<file path="config.mk">
export PLATFORM = sky130hd
export DESIGN_NAME = tmr_bank
export DESIGN_NICKNAME = d
export VERILOG_FILES = /design/src/rtl/tmr_pkg.sv /design/src/rtl/tmr_ctrl.sv /design/src/rtl/tmr_unit.sv /design/src/rtl/tmr_datapath.sv /design/src/rtl/tmr_bank.sv
export SDC_FILE = /design/constraint.sdc
export NUM_CORES = 1
export LEC_CHECK = 0
export ABC_AREA = 1
export BUFFER_PORTS_ARGS = -buffer_cell sky130_fd_sc_hd__buf_2
export CAP_MARGIN = 20
export CORE_AREA = 4 4 157 189
export DETAILED_ROUTE_END_ITERATION = 10
export DIE_AREA = 0 0 161 193
export PLACE_DENSITY = 0.59
export SLEW_MARGIN = 5
export SYNTH_ARGS = -nofsm -noshare
export SYNTH_HDL_FRONTEND = slang
export SYNTH_SLANG_ARGS = --single-unit
export TNS_END_PERCENT = 5
</file>
<file path="constraint.sdc">
create_clock -name clk -period 1.7 [get_ports clk]
set_input_delay 0.17 -clock clk [delete_from_list [all_inputs] [get_ports clk]]
set_output_delay 0.17 -clock clk [all_outputs]
set_load 0.01 [all_outputs]
</file>
<file path="src/rtl/tmr_pkg.sv">
package tmr_pkg;
  localparam int NUM_TMR = 3;
  localparam int ADDR_W = 4;
  localparam int CTRL_EN = 7;
  localparam int CTRL_PER = 6;
  localparam int CTRL_MID = 3;
  localparam logic [7:0] CTRL_MASK = 8'hC8;
  localparam int STAMP_EN_BIT = 8;
  localparam logic [1:0] OFS_LOAD = 2'd0;
  localparam logic [1:0] OFS_VAL = 2'd1;
  localparam logic [1:0] OFS_CTRL = 2'd2;
  localparam logic [1:0] OFS_CLR = 2'd3;
  localparam logic [ADDR_W-1:0] ADDR_STAMP_LO = 4'd12;
  localparam logic [ADDR_W-1:0] ADDR_STAMP_HI = 4'd13;

  typedef struct packed {
    logic [NUM_TMR-1:0] loadWr;
    logic [NUM_TMR-1:0] ctrlWr;
    logic [NUM_TMR-1:0] clrWr;
    logic stampWr;
  } strobe_t;
endpackage

</file>
<file path="src/rtl/tmr_ctrl.sv">
module tmr_ctrl
  import tmr_pkg::*;
(
  input  logic              wrEn,
  input  logic [ADDR_W-1:0] addr,
  output strobe_t           stb
);
  logic [1:0] slot;
  logic [1:0] ofs;

  assign slot = addr[ADDR_W-1:2];
  assign ofs = addr[1:0];

  always_comb begin
    stb = '0;
    if (wrEn) begin
      if (int'(slot) < NUM_TMR) begin
        unique case (ofs)
          OFS_LOAD: stb.loadWr[slot] = 1'b1;
          OFS_CTRL: stb.ctrlWr[slot] = 1'b1;
          OFS_CLR:  stb.clrWr[slot] = 1'b1;
          default:  ;
        endcase
      end else if (addr == ADDR_STAMP_HI) begin
        stb.stampWr = 1'b1;
      end
    end
  end

  // a single write never strobes more than one register
  always_comb begin
    a_r9_one_strobe: assert ($onehot0(stb));
  end
endmodule

</file>
<file path="src/rtl/tmr_unit.sv">
module tmr_unit
  import tmr_pkg::*;
#(
  parameter int W = 16
) (
  input  logic         clk,
  input  logic         rstN,
  input  logic         tickSlow,
  input  logic         tickMid,
  input  logic         loadWr,
  input  logic         ctrlWr,
  input  logic         clrWr,
  input  logic [W-1:0] loadIn,
  input  logic [7:0]   ctrlIn,
  output logic [W-1:0] count,
  output logic [W-1:0] reload,
  output logic [7:0]   ctrl,
  output logic         irq
);
  logic tick;
  logic run;
  logic atZero;
  logic fire;

  assign tick = ctrl[CTRL_MID] ? tickMid : tickSlow;
  assign run = ctrl[CTRL_EN] & tick;
  assign atZero = (count == '0);
  assign fire = run & atZero & ~loadWr;

  always_ff @(posedge clk) begin
    if (!rstN) begin
      count <= '0;
      reload <= '0;
      ctrl <= '0;
      irq <= 1'b0;
    end else begin
      if (loadWr) begin
        reload <= loadIn;
        count <= loadIn;
      end else if (run) begin
        if (atZero) count <= ctrl[CTRL_PER] ? reload : '1;
        else count <= count - 1'b1;
      end
      if (ctrlWr) ctrl <= ctrlIn & CTRL_MASK;
      if (fire) irq <= 1'b1;
      else if (clrWr) irq <= 1'b0;
    end
  end

  // a disabled timer with no load write keeps its count
  a_r3_hold: assert property (@(posedge clk) disable iff (!rstN)
    (!ctrl[CTRL_EN] && !loadWr) |=> $stable(count));

  // periodic zero-crossing reloads from the reload value
  a_r4_reload: assert property (@(posedge clk) disable iff (!rstN)
    (ctrl[CTRL_EN] && ctrl[CTRL_PER] && tick && atZero && !loadWr) |=> (count == $past(reload)));

  // the flag only rises after the counter stood at zero
  a_r5_rise_at_zero: assert property (@(posedge clk) disable iff (!rstN)
    $rose(irq) |-> ($past(count) == '0));

  // the flag is sticky without a clear
  a_r5_sticky: assert property (@(posedge clk) disable iff (!rstN)
    (irq && !clrWr) |=> irq);

  // a clear while the counter is away from zero drops the flag
  a_r5_clear: assert property (@(posedge clk) disable iff (!rstN)
    (clrWr && !atZero) |=> !irq);
endmodule

</file>
<file path="src/rtl/tmr_datapath.sv">
module tmr_datapath
  import tmr_pkg::*;
#(
  parameter int DATA_W = 32,
  parameter int NARROW_W = 16,
  parameter int WIDE_W = 32,
  parameter int STAMP_W = 40
) (
  input  logic               clk,
  input  logic               rstN,
  input  logic               tickSlow,
  input  logic               tickMid,
  input  logic               tickFast,
  input  strobe_t            stb,
  input  logic [ADDR_W-1:0]  addr,
  input  logic [DATA_W-1:0]  wrData,
  output logic [DATA_W-1:0]  rdData,
  output logic [NUM_TMR-1:0] irq
);
  localparam int SLOTS = 2 ** (ADDR_W - 2);

  logic [DATA_W-1:0] valRd [SLOTS];
  logic [DATA_W-1:0] loadRd [SLOTS];
  logic [7:0] ctrlRd [SLOTS];
  logic [STAMP_W-1:0] stamp;
  logic stampEn;

  for (genvar g = 0; g < SLOTS; g++) begin : gSlot
    if (g < NUM_TMR) begin : gTmr
      localparam int W = (g == NUM_TMR - 1) ? WIDE_W : NARROW_W;
      logic [W-1:0] cnt;
      logic [W-1:0] rld;
      tmr_unit #(.W(W)) u_unit (
        .clk(clk), .rstN(rstN), .tickSlow(tickSlow), .tickMid(tickMid),
        .loadWr(stb.loadWr[g]), .ctrlWr(stb.ctrlWr[g]), .clrWr(stb.clrWr[g]),
        .loadIn(wrData[W-1:0]), .ctrlIn(wrData[7:0]),
        .count(cnt), .reload(rld), .ctrl(ctrlRd[g]), .irq(irq[g])
      );
      assign valRd[g] = DATA_W'(cnt);
      assign loadRd[g] = DATA_W'(rld);
    end else begin : gEmpty
      assign valRd[g] = '0;
      assign loadRd[g] = '0;
      assign ctrlRd[g] = '0;
    end
  end

  always_ff @(posedge clk) begin
    if (!rstN) begin
      stamp <= '0;
      stampEn <= 1'b0;
    end else begin
      if (stampEn && tickFast) stamp <= stamp + 1'b1;
      if (stb.stampWr) stampEn <= wrData[STAMP_EN_BIT];
    end
  end

  always_comb begin
    rdData = '0;
    if (int'(addr[ADDR_W-1:2]) < NUM_TMR) begin
      unique case (addr[1:0])
        OFS_LOAD: rdData = loadRd[addr[ADDR_W-1:2]];
        OFS_VAL:  rdData = valRd[addr[ADDR_W-1:2]];
        OFS_CTRL: rdData = DATA_W'(ctrlRd[addr[ADDR_W-1:2]]);
        default:  rdData = '0;
      endcase
    end else if (addr == ADDR_STAMP_LO) begin
      rdData = stamp[DATA_W-1:0];
    end else if (addr == ADDR_STAMP_HI) begin
      rdData = DATA_W'(stamp[STAMP_W-1:DATA_W]);
      rdData[STAMP_EN_BIT] = stampEn;
    end
  end

  // a stopped timestamp holds its value
  a_r8_hold: assert property (@(posedge clk) disable iff (!rstN)
    !stampEn |=> $stable(stamp));

  // a running timestamp steps by exactly one per fast tick
  a_r8_step: assert property (@(posedge clk) disable iff (!rstN)
    (stampEn && tickFast) |=> (stamp == $past(stamp) + 1'b1));
endmodule

</file>
<file path="src/rtl/tmr_bank.sv">
module tmr_bank
  import tmr_pkg::*;
#(
  parameter int DATA_W = 32,
  parameter int NARROW_W = 16,
  parameter int WIDE_W = 32,
  parameter int STAMP_W = 40
) (
  input  logic               clk,
  input  logic               rstN,
  input  logic               tickSlow,
  input  logic               tickMid,
  input  logic               tickFast,
  input  logic               wrEn,
  input  logic [ADDR_W-1:0]  addr,
  input  logic [DATA_W-1:0]  wrData,
  output logic [DATA_W-1:0]  rdData,
  output logic [NUM_TMR-1:0] irq
);
  strobe_t stb;

  tmr_ctrl u_ctrl (
    .wrEn(wrEn), .addr(addr), .stb(stb)
  );

  tmr_datapath #(
    .DATA_W(DATA_W), .NARROW_W(NARROW_W), .WIDE_W(WIDE_W), .STAMP_W(STAMP_W)
  ) u_dp (
    .clk(clk), .rstN(rstN), .tickSlow(tickSlow), .tickMid(tickMid),
    .tickFast(tickFast), .stb(stb), .addr(addr), .wrData(wrData),
    .rdData(rdData), .irq(irq)
  );
endmodule

</file>
==> results of run 1 <==
where the power goes:
| part | total (W) | internal (W) | leakage [nW] | switching [W] |
|---|---|---|---|---|
| Clock | 0.00416 | 0.00210 | 0.289 | 0.00206 |
| Sequential | 0.00438 | 0.00431 | 1.48 | 0.0000730 |
| Combinational | 0.00345 | 0.00139 | 4.76 | 0.00206 |
registers in the layout (all words and copies together) (netlist names):
name and flops:
u_dp.gSlot.gTmr.u_unit.ctrl 9, u_dp.stamp 40, u_dp.gSlot.gTmr.u_unit.count 64, u_dp.gSlot.gTmr.u_unit.irq 3, u_dp.stampEn 1, u_dp.gSlot.gTmr.u_unit.reload 64
per-stage QoR:
stage | setup WS, ns | cell area, sq um | total power (W) | TNS (ns) | util
3_5_place_dp | -0.156 | 13700 | 0.00743 | -2.12 | 0.494
3_3_place_gp | -0.154 | 13700 | 0.00741 | -1.03 | 0.494
5_1_grt | -0.118 | 15600 | 0.0125 | -2.92 | 0.560
4_1_cts | -0.0781 | 14900 | 0.0117 | -1.03 | 0.536
6_report | -0.0915 | 15600 | 0.0120 | -0.417 | 0.560
2_1_floorplan | 0.134 | 11600 | 0.00634 | 0 | -
cells in the final DEF, fill, tap and decap left out, types with 5 or more instances in the layout:
master                          Yosys  routed
sky130_fd_sc_hd__nand3_2            3       8
sky130_fd_sc_hd__inv_4              3      18
sky130_fd_sc_hd__nand4_1           21      21
sky130_fd_sc_hd__dfxtp_2            0      34
sky130_fd_sc_hd__dlygate4sd3_1      0      12
sky130_fd_sc_hd__buf_12             0      18
sky130_fd_sc_hd__nor2_1           196     163
sky130_fd_sc_hd__buf_6              8      18
sky130_fd_sc_hd__dfxtp_1          181     143
sky130_fd_sc_hd__nand2_2           11      25
sky130_fd_sc_hd__o21ai_1           32      41
sky130_fd_sc_hd__a21oi_2            0      10
sky130_fd_sc_hd__buf_2             15      72
sky130_fd_sc_hd__inv_1            222     177
sky130_fd_sc_hd__o22ai_1           23       8
sky130_fd_sc_hd__inv_2             12      43
sky130_fd_sc_hd__o22ai_2            0      10
sky130_fd_sc_hd__o221ai_1          15       6
sky130_fd_sc_hd__a21oi_1          181     171
sky130_fd_sc_hd__xor2_1            25      24
sky130_fd_sc_hd__nand2_1          494     478
sky130_fd_sc_hd__o221ai_2           0       6
sky130_fd_sc_hd__a31oi_1            9       9
sky130_fd_sc_hd__buf_4              8     183
sky130_fd_sc_hd__nor2_4             9      25
sky130_fd_sc_hd__clkbuf_16          0      19
sky130_fd_sc_hd__nor3_1            29      18
sky130_fd_sc_hd__o21ai_2            3      14
sky130_fd_sc_hd__o211ai_1          20      20
sky130_fd_sc_hd__nor3_2             3      11
sky130_fd_sc_hd__nand3_1          102      95
sky130_fd_sc_hd__o22ai_4            0       5
sky130_fd_sc_hd__o21ai_0          136     115
sky130_fd_sc_hd__nor2_2            17      34
critical path, stage by stage (launching register included):
cell and delay (ns):
sky130_fd_sc_hd__dfxtp_2 0.37, sky130_fd_sc_hd__inv_4 0.05, sky130_fd_sc_hd__buf_6 0.12, sky130_fd_sc_hd__o22ai_4 0.14, sky130_fd_sc_hd__a21oi_2 0.05, sky130_fd_sc_hd__o221ai_2 0.24
sky130_fd_sc_hd__buf_2 0.20
logic make-up after synthesis:
logic type               Yosys count
flip-flops                       181
adder cells (fa/ha/maj)            7
AO/OA/AOI/OAI                    440
XOR/XNOR                          28
buffers and inverters            314
AND/OR/NAND/NOR                  901
worst max-delay path by stage:
stage	start	end	cells after the start
after global routing	u_dp.gSlot[1].gTmr.u_unit.count[9]	u_dp.gSlot[1].gTmr.u_unit.count[5]	11
after floorplan	u_dp.stamp[0]	u_dp.stamp[20]	9
after global placement	addr[3]	rdData[14]	9
after detailed placement	addr[3]	rdData[14]	9
after CTS	u_dp.gSlot[1].gTmr.u_unit.count[1]	u_dp.gSlot[1].gTmr.u_unit.count[9]	12
final	u_dp.gSlot[1].gTmr.u_unit.count[0]	rdData[0]	6
cell type report:
| cell class | count | share of cell area |
|---|---|---|
| Clock inverter | 15 | 0.0106 |
| Multi-Input combinational cell | 1376 | 0.476 |
| Inverter | 239 | 0.0605 |
| Clock buffer | 17 | 0.0273 |
| Sequential cell | 181 | 0.236 |
| Timing Repair Buffer | 306 | 0.159 |
| Tap cell | 379 | 0.0304 |
per-layer routing:
metal	GRT usage	part of all wire	vias up	wire [um]
li1	-	-	6639	-
met1	0.361	0.41	6368	19600
met2	0.523	0.48	479	22800
met3	0.0340	0.052	121	2450
met4	0.133	0.050	0	2370
met5	0	0	-	0
repair_timing:
action / 4_1_cts / 5_1_grt
endpoints found under the hold margin: 12 / 0
endpoints found under the setup margin: 73 / 117
pin swaps: 24 / 31
gates resized for setup: 138 / 173
setup buffers: 14 / 7
hold buffers: 12 / 0
gates cloned: 0 / 2
==> results.txt, run 1 <==
----------------------------------------------------
[STA]
  Unrepaired setup endpoints after global routing ... yes
  Final count of hold timing violations ... 0
  Setup-failing EPs final ... 14
  Portion of the clock cycle consumed by the worst path in the final layout ... 1.05
  Final max-slew violation count ... 0
  Post-route worst hold slack ... roughly 0.019 ns
  Setup ws final ... -0.0915 ns
  Fmax ... 558 MHz
  Worst Tran Pin Value ... 0.513 ns
  Relative max-transition margin ... 0.658
  Skew final ... 0.0202 ns
  Min Clock Period, post-route ... 1.79 ns

[Synthesis]
  Sequential-to-total area share from yosys stat ... 0.313
  Post-synth top flop ... sky130_fd_sc_hd__dfxtp_1
  Area share of the largest cell type after synthesis ... 0.313
  Synth warnings ... 0
  Post-Synth Simple-Gate Area ... 0.336
  Fraction of registers with async set/reset ... 0
  Synthesized flop and latch total ... 181
  Xor/xnor cell area share of the yosys netlist ... 0.0212
  Compound-gate portion of the synthesized area ... 0.209
  Cell taking the most area after synthesis ... sky130_fd_sc_hd__dfxtp_1
  Arithmetic-cell share of the synthesized area counting full adders, half adders and majority gates ... 0.00757
  Count of flip-flops with a built-in enable after synthesis ... 0
  Share of cell area taken by muxes after synthesis ... 0
  Combinational family with the most area after synthesis ... simple AND/OR/NAND/NOR gates
  Most frequent cell after synthesis ... sky130_fd_sc_hd__nand2_1
  Mapped Cells ... roughly 1900
  Syn avg cell area ... 6.18 sq um
  Top cell types by occurrence after synthesis ... sky130_fd_sc_hd__nand2_1 (494), sky130_fd_sc_hd__inv_1 (222), sky130_fd_sc_hd__nor2_1 (196), sky130_fd_sc_hd__a21oi_1 (181), sky130_fd_sc_hd__dfxtp_1 (181)
  Number of nets in the synthesized netlist ... approximately 1900
  Unique masters post-synth ... 46
  Biggest area contributors in the synthesized netlist ... sky130_fd_sc_hd__dfxtp_1 (31%), sky130_fd_sc_hd__nand2_1 (16%), sky130_fd_sc_hd__a21oi_1 (7.8%)
  Synthesized area ... 11600 sq um

[Clock tree]
  Worst-case clock buffer depth ... 2
  Clock latency at the later pin of the worst-skew pair ... around 0.46 ns
  Worst-path clk slew ... around 0.09 ns
  TritonCTS clock tree ... done
  Total number of clock tree sinks ... 181
  CTS root buf ... sky130_fd_sc_hd__clkbuf_16
  Number of CTS-inserted buffers ... 17
  H-tree depth ... 4

[Detailed routing]
  Antenna Nets Post-Route ... 0
  Via Count ... 13600
  DRC Markers ... 0
  Total iterations of the first detailed-routing run ... 6
  Routed length per instance ... 18.8 um
  Initial detailed-routing violation count ... approximately 1200
  Post-Route WL ... between 40000 and 50000 um
  Vias per inst ... 5.41

[Floorplan]
  Boundary Pins ... between 70 and 80
  Initial Util ... 0.416
  Core Footprint ... 27800 sq um
  Overall die area ... 31100 sq um
  Die height ... around 190 um
  Die width ... between 150 and 200 um
  Placement row count ... 67

[Power and ir drop]
  Power per cell area ... ~770 nW/um^2
  Leakage power summed over all cells ... between 6 and 7 nW
  Maximum ir drop on the vdd rail ... ~550 uV

[Flow run]
  Total of max-cap violations ... 0

[Min path]
  Hold worst-path end ... u_dp.gSlot[2].gTmr.u_unit.reload[19]
  Number of cells on the worst hold path ... 3
  Class of the worst hold path ... input port to flop
  Critical hold path startpoint ... wrData[19]

[Global route]
  Largest net degree at the start of global routing ... 54
  Vias in the first global route ... 13000
  GRT Util Overall ... 0.295
  Wire length of the first global-routing pass ... 72200 um
  Total global routing overflow ... 0
  Antenna violations before repair ... 0

[Final layout]
  Filler cells ... 2823
  Post-layout nets ... roughly 2200
  Layout cell share with drive strength beyond 1 ... 0.284
  Combined area of the multi-input logic cells ... ~7400 sq um
  Number of antenna repair diodes ... 0
  FF+latch area ... 3680 sq um
  Area overhead of the layout relative to synthesis ... 34.7%
  Post-route non-filler standard cell count ... about 2500

[Placed design]
  HPWL after detailed placement ... roughly 36000 um
  Placer congestion estimate ... around 1
  Post-placement cell count ... about 2400
  Count of port buffers added during placement ... 76

[Critical path]
  Reg-to-reg startpoint ... u_dp.gSlot[1].gTmr.u_unit.count[0]
  Kind of capture point of the worst setup path ... output pin
  Worst Reg-to-Reg Cells ... 12
  Startpoint types ... flop
  Reg2reg end ... u_dp.gSlot[1].gTmr.u_unit.count[4]
  Maximum fanout count along the critical path ... 4
  Flop2flop setup slack ... -0.06 ns
  WP data arrival ... 1.62 ns
  Data required time at the worst endpoint ... roughly 1.5 ns
  Classification of the worst setup path ... flop to output pin

[Status]
  Violated checks ... setup timing
  Outcome ... complete, but fails checks

----------------------------------------------------
(Power assumes the default switching activity.)
==> inputs of run 2 (changes only) <==
Settings changed: ABC_AREA 1 to unset, CORE_AREA 4 4 157 189 to 4 4 148 179, DIE_AREA 0 0 161 193 to 0 0 152 183.
==> run 2 against run 1 <==
- the flow still finishes with violations (setup timing)
- register-to-register slack worse by 0.42 ns
- sequential cell count unchanged
- highest routed layer is now met5
- cell area down 6.0%
- worst setup slack worse by 0.39 ns
- sequential power about the same
- synthesized cell count down 30%
- utilization up 3.6 points
==> results.txt, run 2 <==
----------------------------------------------------
[Final layout]
  FF+latch area ... 3650 sq um (-0.75%)
  Post-layout nets ... 1675 (-23%)
  Area overhead of the layout relative to synthesis ... 42.7%
  Biggest registers after layout ... u_dp.gSlot.gTmr.u_unit.count (64), u_dp.gSlot.gTmr.u_unit.reload (64), u_dp.stamp (40)
  Combined area of the multi-input logic cells ... 6780 sq um (-8.5%)
  Most used cells in the layout excluding fill and tap cells ... sky130_fd_sc_hd__buf_4 (258), sky130_fd_sc_hd__nand2_1 (200), sky130_fd_sc_hd__dfxtp_1 (159)
  Most common library cell in the layout ignoring fill and taps ... sky130_fd_sc_hd__buf_4
  Layout Cell Area excl Fill ... 14600 sq um (-6.0%)
  Layout cell share with drive strength beyond 1 ... 0.344 (+0.0597)
  Filler cells ... 2246 (-20%)
  Number of antenna repair diodes ... 0 (unchanged)

[Placed design]
  Cell area reported after detailed placement ... 13200 sq um (-4.2%)
  HPWL after detailed placement ... 29900 um (-18%)
  Count of port buffers added during placement ... 76 (unchanged)
  Placer congestion estimate ... 0.978 (-2.8%)

[Detailed routing]
  Antenna Nets Post-Route ... 0 (unchanged)
  Initial detailed-routing violation count ... 863 (-27%)
  DRC Markers ... 0 (unchanged)
  Vias per inst ... 5.79 (+6.9%)
  Via Count ... 11400 (-16%)
  Total iterations of the first detailed-routing run ... 6 (unchanged)
  Post-Route WL ... 40000 um (-15%)
  Routed length per instance ... 20.4 um (+8.3%)

[STA]
  Accumulated negative setup slack ... -21.72 ns (-21.30 ns)
  Setup ws final ... -0.484 ns (-0.393 ns)
  Min Clock Period, post-route ... 2.18 ns (+0.393 ns)
  Relative max-transition margin ... 0.589 (-0.0694)
  Fmax ... 458 MHz (-18%)
  Final count of hold timing violations ... 0 (unchanged)
  Unrepaired setup endpoints after global routing ... yes
  Final max-slew violation count ... 0 (unchanged)
  Worst Tran Pin Value ... 0.617 ns (+0.104 ns)
  Setup-failing EPs final ... 97 (+83)
  Portion of the clock cycle consumed by the worst path in the final layout ... 1.28 (+0.231)
  Skew final ... 0.0129 ns (-0.00723 ns)

[Floorplan]
  Overall die area ... 27800 sq um (-10%)
  Core Footprint ... 24600 sq um (-12%)
  Initial Util ... 0.417 (+0.00165)
  Placement row count ... 63 (-6.0%)
  Boundary Pins ... 77 (unchanged)
  Die height ... 183 um (-5.2%)
  Die width ... 152 um (-5.6%)

[Power and ir drop]
  Internal Power ... 0.00779 W (about the same)
  Clock Power Share ... 0.389 (+0.042)
  Power per cell area ... 746 nW/um^2 (-3.0%)
  Maximum ir drop on the vdd rail ... 657 uV (+19%)
  Leakage power summed over all cells ... 5.91 nW (-9.5%)
  Total power of the final layout ... 0.0109 W (-8.9%)
  Switching Share ... 0.287 (-0.0626)
  Combinational power share ... 0.213 (-0.075)
  Switching power summed over all nets ... 0.00314 W (-25%)
  Seq pwr share ... 0.398 (+0.033)

[Critical path]
  Reg-to-reg startpoint ... u_dp.gSlot[0].gTmr.u_unit.count[8]
  Flop2flop setup slack ... -0.48 ns (-0.42 ns)
  Maximum fanout count along the critical path ... 4 (unchanged)
  Startpoint types ... flop
  Kind of capture point of the worst setup path ... flop
  Reg2reg end ... u_dp.gSlot[0].gTmr.u_unit.count[5]
  WP data arrival ... 2.50 ns (+0.88 ns)
  Classification of the worst setup path ... flop to flop
  Worst Reg-to-Reg Cells ... 6 (-6)
  Data required time at the worst endpoint ... 2.02 ns (+0.49 ns)

[Clock tree]
  Worst-path clk slew ... 0.07 ns (-0.02 ns)
  Total number of clock tree sinks ... 181 (unchanged)
  H-tree depth ... 4 (unchanged)
  TritonCTS clock tree ... done
  Number of CTS-inserted buffers ... 17 (unchanged)
  Worst-case clock buffer depth ... 2 (unchanged)
  Clock latency at the later pin of the worst-skew pair ... 0.44 ns (-0.02 ns)
  CTS root buf ... sky130_fd_sc_hd__clkbuf_16

[Min path]
  Hold worst-path end ... u_dp.gSlot[2].gTmr.u_unit.reload[16]
  Critical hold path startpoint ... wrData[16]
  Number of cells on the worst hold path ... 3 (unchanged)
  Class of the worst hold path ... input port to flop

[Synthesis]
  Biggest area contributors in the synthesized netlist ... sky130_fd_sc_hd__dfxtp_1 (35%), sky130_fd_sc_hd__nand2_1 (7.6%), sky130_fd_sc_hd__a21oi_1 (6.2%)
  Fraction of registers with async set/reset ... 0 (unchanged)
  Unique masters post-synth ... 66 (+43%)
  Count of flip-flops with a built-in enable after synthesis ... 0 (unchanged)
  Number of nets in the synthesized netlist ... 1364 (-29%)
  Most frequent cell after synthesis ... sky130_fd_sc_hd__nand2_1
  Sequential-to-total area share from yosys stat ... 0.353 (+0.0398)
  Cell taking the most area after synthesis ... sky130_fd_sc_hd__dfxtp_1
  Area share of the largest cell type after synthesis ... 0.353 (+0.0398)
  Top cell types by occurrence after synthesis ... sky130_fd_sc_hd__nand2_1 (207), sky130_fd_sc_hd__dfxtp_1 (181), sky130_fd_sc_hd__a21oi_1 (127), sky130_fd_sc_hd__nor2_1 (101), sky130_fd_sc_hd__o21ai_0 (84)
  Synthesized flop and latch total ... 181 (unchanged)
  Synth warnings ... 0 (unchanged)
  Synthesized area ... 10300 sq um (-11%)
  Mapped Cells ... 1315 (-30%)
  Post-synth top flop ... sky130_fd_sc_hd__dfxtp_1
  Syn avg cell area ... 7.80 sq um (+26%)

[Flow run]
  Total of max-cap violations ... 0 (unchanged)

[Global route]
  Wire length of the first global-routing pass ... 62500 um (-13%)
  GRT Util Overall ... 0.281 (-0.0137)
  Total global routing overflow ... 0 (unchanged)
  Antenna violations before repair ... 1 (+1)
  Largest net degree at the start of global routing ... 130 (+140%)
  Vias in the first global route ... 11200 (-14%)

[Status]
  Violated checks ... setup timing
  Outcome ... complete, but fails checks

----------------------------------------------------
run 2: cell count changes in the layout (fill, tap and decap cells not counted), moves of 39 or more:
cell and delta:
sky130_fd_sc_hd__nand2_1 -278, sky130_fd_sc_hd__inv_1 -136, sky130_fd_sc_hd__buf_4 +75, sky130_fd_sc_hd__nor2_1 -66
sky130_fd_sc_hd__nand3_1 -65, sky130_fd_sc_hd__a21oi_1 -50, sky130_fd_sc_hd__o21ai_0 -40, sky130_fd_sc_hd__inv_2 -39
run 2: logic make-up after synthesis:
logic type | synth area share
muxes | 0.0758
DFF | 0.353
adders and majority gates | 0.00854
buffers and inverters | 0.0522
AOI/OAI and AO/OA | 0.212
xor gates and xnor gates | 0.0563
and+or+nand+nor | 0.242
run 2: how the worst max path moves through the flow:
stage | from | to | slack, ns | depth (start not counted)
after floorplan | u_dp.gSlot[0].gTmr.u_unit.count[8] | u_dp.gSlot[0].gTmr.u_unit.count[8] | -0.67 | 8
after global placement | u_dp.gSlot[0].gTmr.u_unit.count[8] | u_dp.gSlot[0].gTmr.u_unit.count[0] | -0.55 | 7
after detailed placement | u_dp.gSlot[0].gTmr.u_unit.count[8] | u_dp.gSlot[0].gTmr.u_unit.count[12] | -0.57 | 6
after CTS | u_dp.gSlot[0].gTmr.u_unit.count[8] | u_dp.gSlot[0].gTmr.u_unit.count[0] | -0.46 | 7
after global routing | u_dp.gSlot[0].gTmr.u_unit.count[8] | u_dp.gSlot[0].gTmr.u_unit.count[5] | -0.53 | 6
final | u_dp.gSlot[0].gTmr.u_unit.count[8] | u_dp.gSlot[0].gTmr.u_unit.count[5] | -0.48 | 6
run 2: worst max-delay path: stages, from the launching register on:
cell	delay, ns
sky130_fd_sc_hd__dfxtp_2	0.32
sky130_fd_sc_hd__or4_4	0.54
sky130_fd_sc_hd__or3_4	0.35
sky130_fd_sc_hd__or3_4	0.39
sky130_fd_sc_hd__buf_4	0.15
sky130_fd_sc_hd__o311ai_2	0.24
sky130_fd_sc_hd__nor3_1	0.08
run 2: layout make-up:
class / count / share of cell area
Tap cell: 325 / 0.0278
Inverter: 46 / 0.0120
Sequential cell: 181 / 0.249
Clock buffer: 19 / 0.0309
Timing Repair Buffer: 383 / 0.205
Multi-Input combinational cell: 997 / 0.463
Clock inverter: 13 / 0.0115
run 2: what timing repair did:
action                                  in CTS  in global routing
pin swaps                                   47                 18
endpoints found under the hold margin       16                  0
gates resized for setup                    109                 61
endpoints found under the setup margin     126                120
buffers inserted                             0                  1
gates cloned                                 0                  0
hold buffers                                15                  0
run 2: routing by layer:
| metal | GRT usage | up-vias | share of wire | wire length, um |
|---|---|---|---|---|
| li1 | - | 5403 | - | - |
| met1 | 0.342 | 5412 | 0.40 | 16200 |
| met2 | 0.489 | 461 | 0.49 | 19500 |
| met3 | 0.0484 | 89 | 0.063 | 2510 |
| met4 | 0.124 | 2 | 0.044 | 1750 |
| met5 | 0 | - | 0.00033 | 13 |
run 2: stage by stage:
step,utilization,cells,setup WS [ns],hold slack (ns)
final,0.595,1964,-0.484,0.0162
after global routing,0.595,1964,-0.533,0.0169
after CTS,0.585,1963,-0.458,0.00106
after detailed placement,0.536,1917,-0.572,0.428
after global placement,0.535,1916,-0.550,0.424
after floorplan,-,1315,-0.670,0.300
run 2: power groups by stage:
stage               Sequential (W)  Combinational, W  Clock (W)
floorplan                  0.00445           0.00106          0
global placement           0.00444           0.00201          0
detailed placement         0.00444           0.00202          0
CTS                        0.00435           0.00224    0.00430
global route               0.00436           0.00249    0.00449
finish                     0.00435           0.00232    0.00425
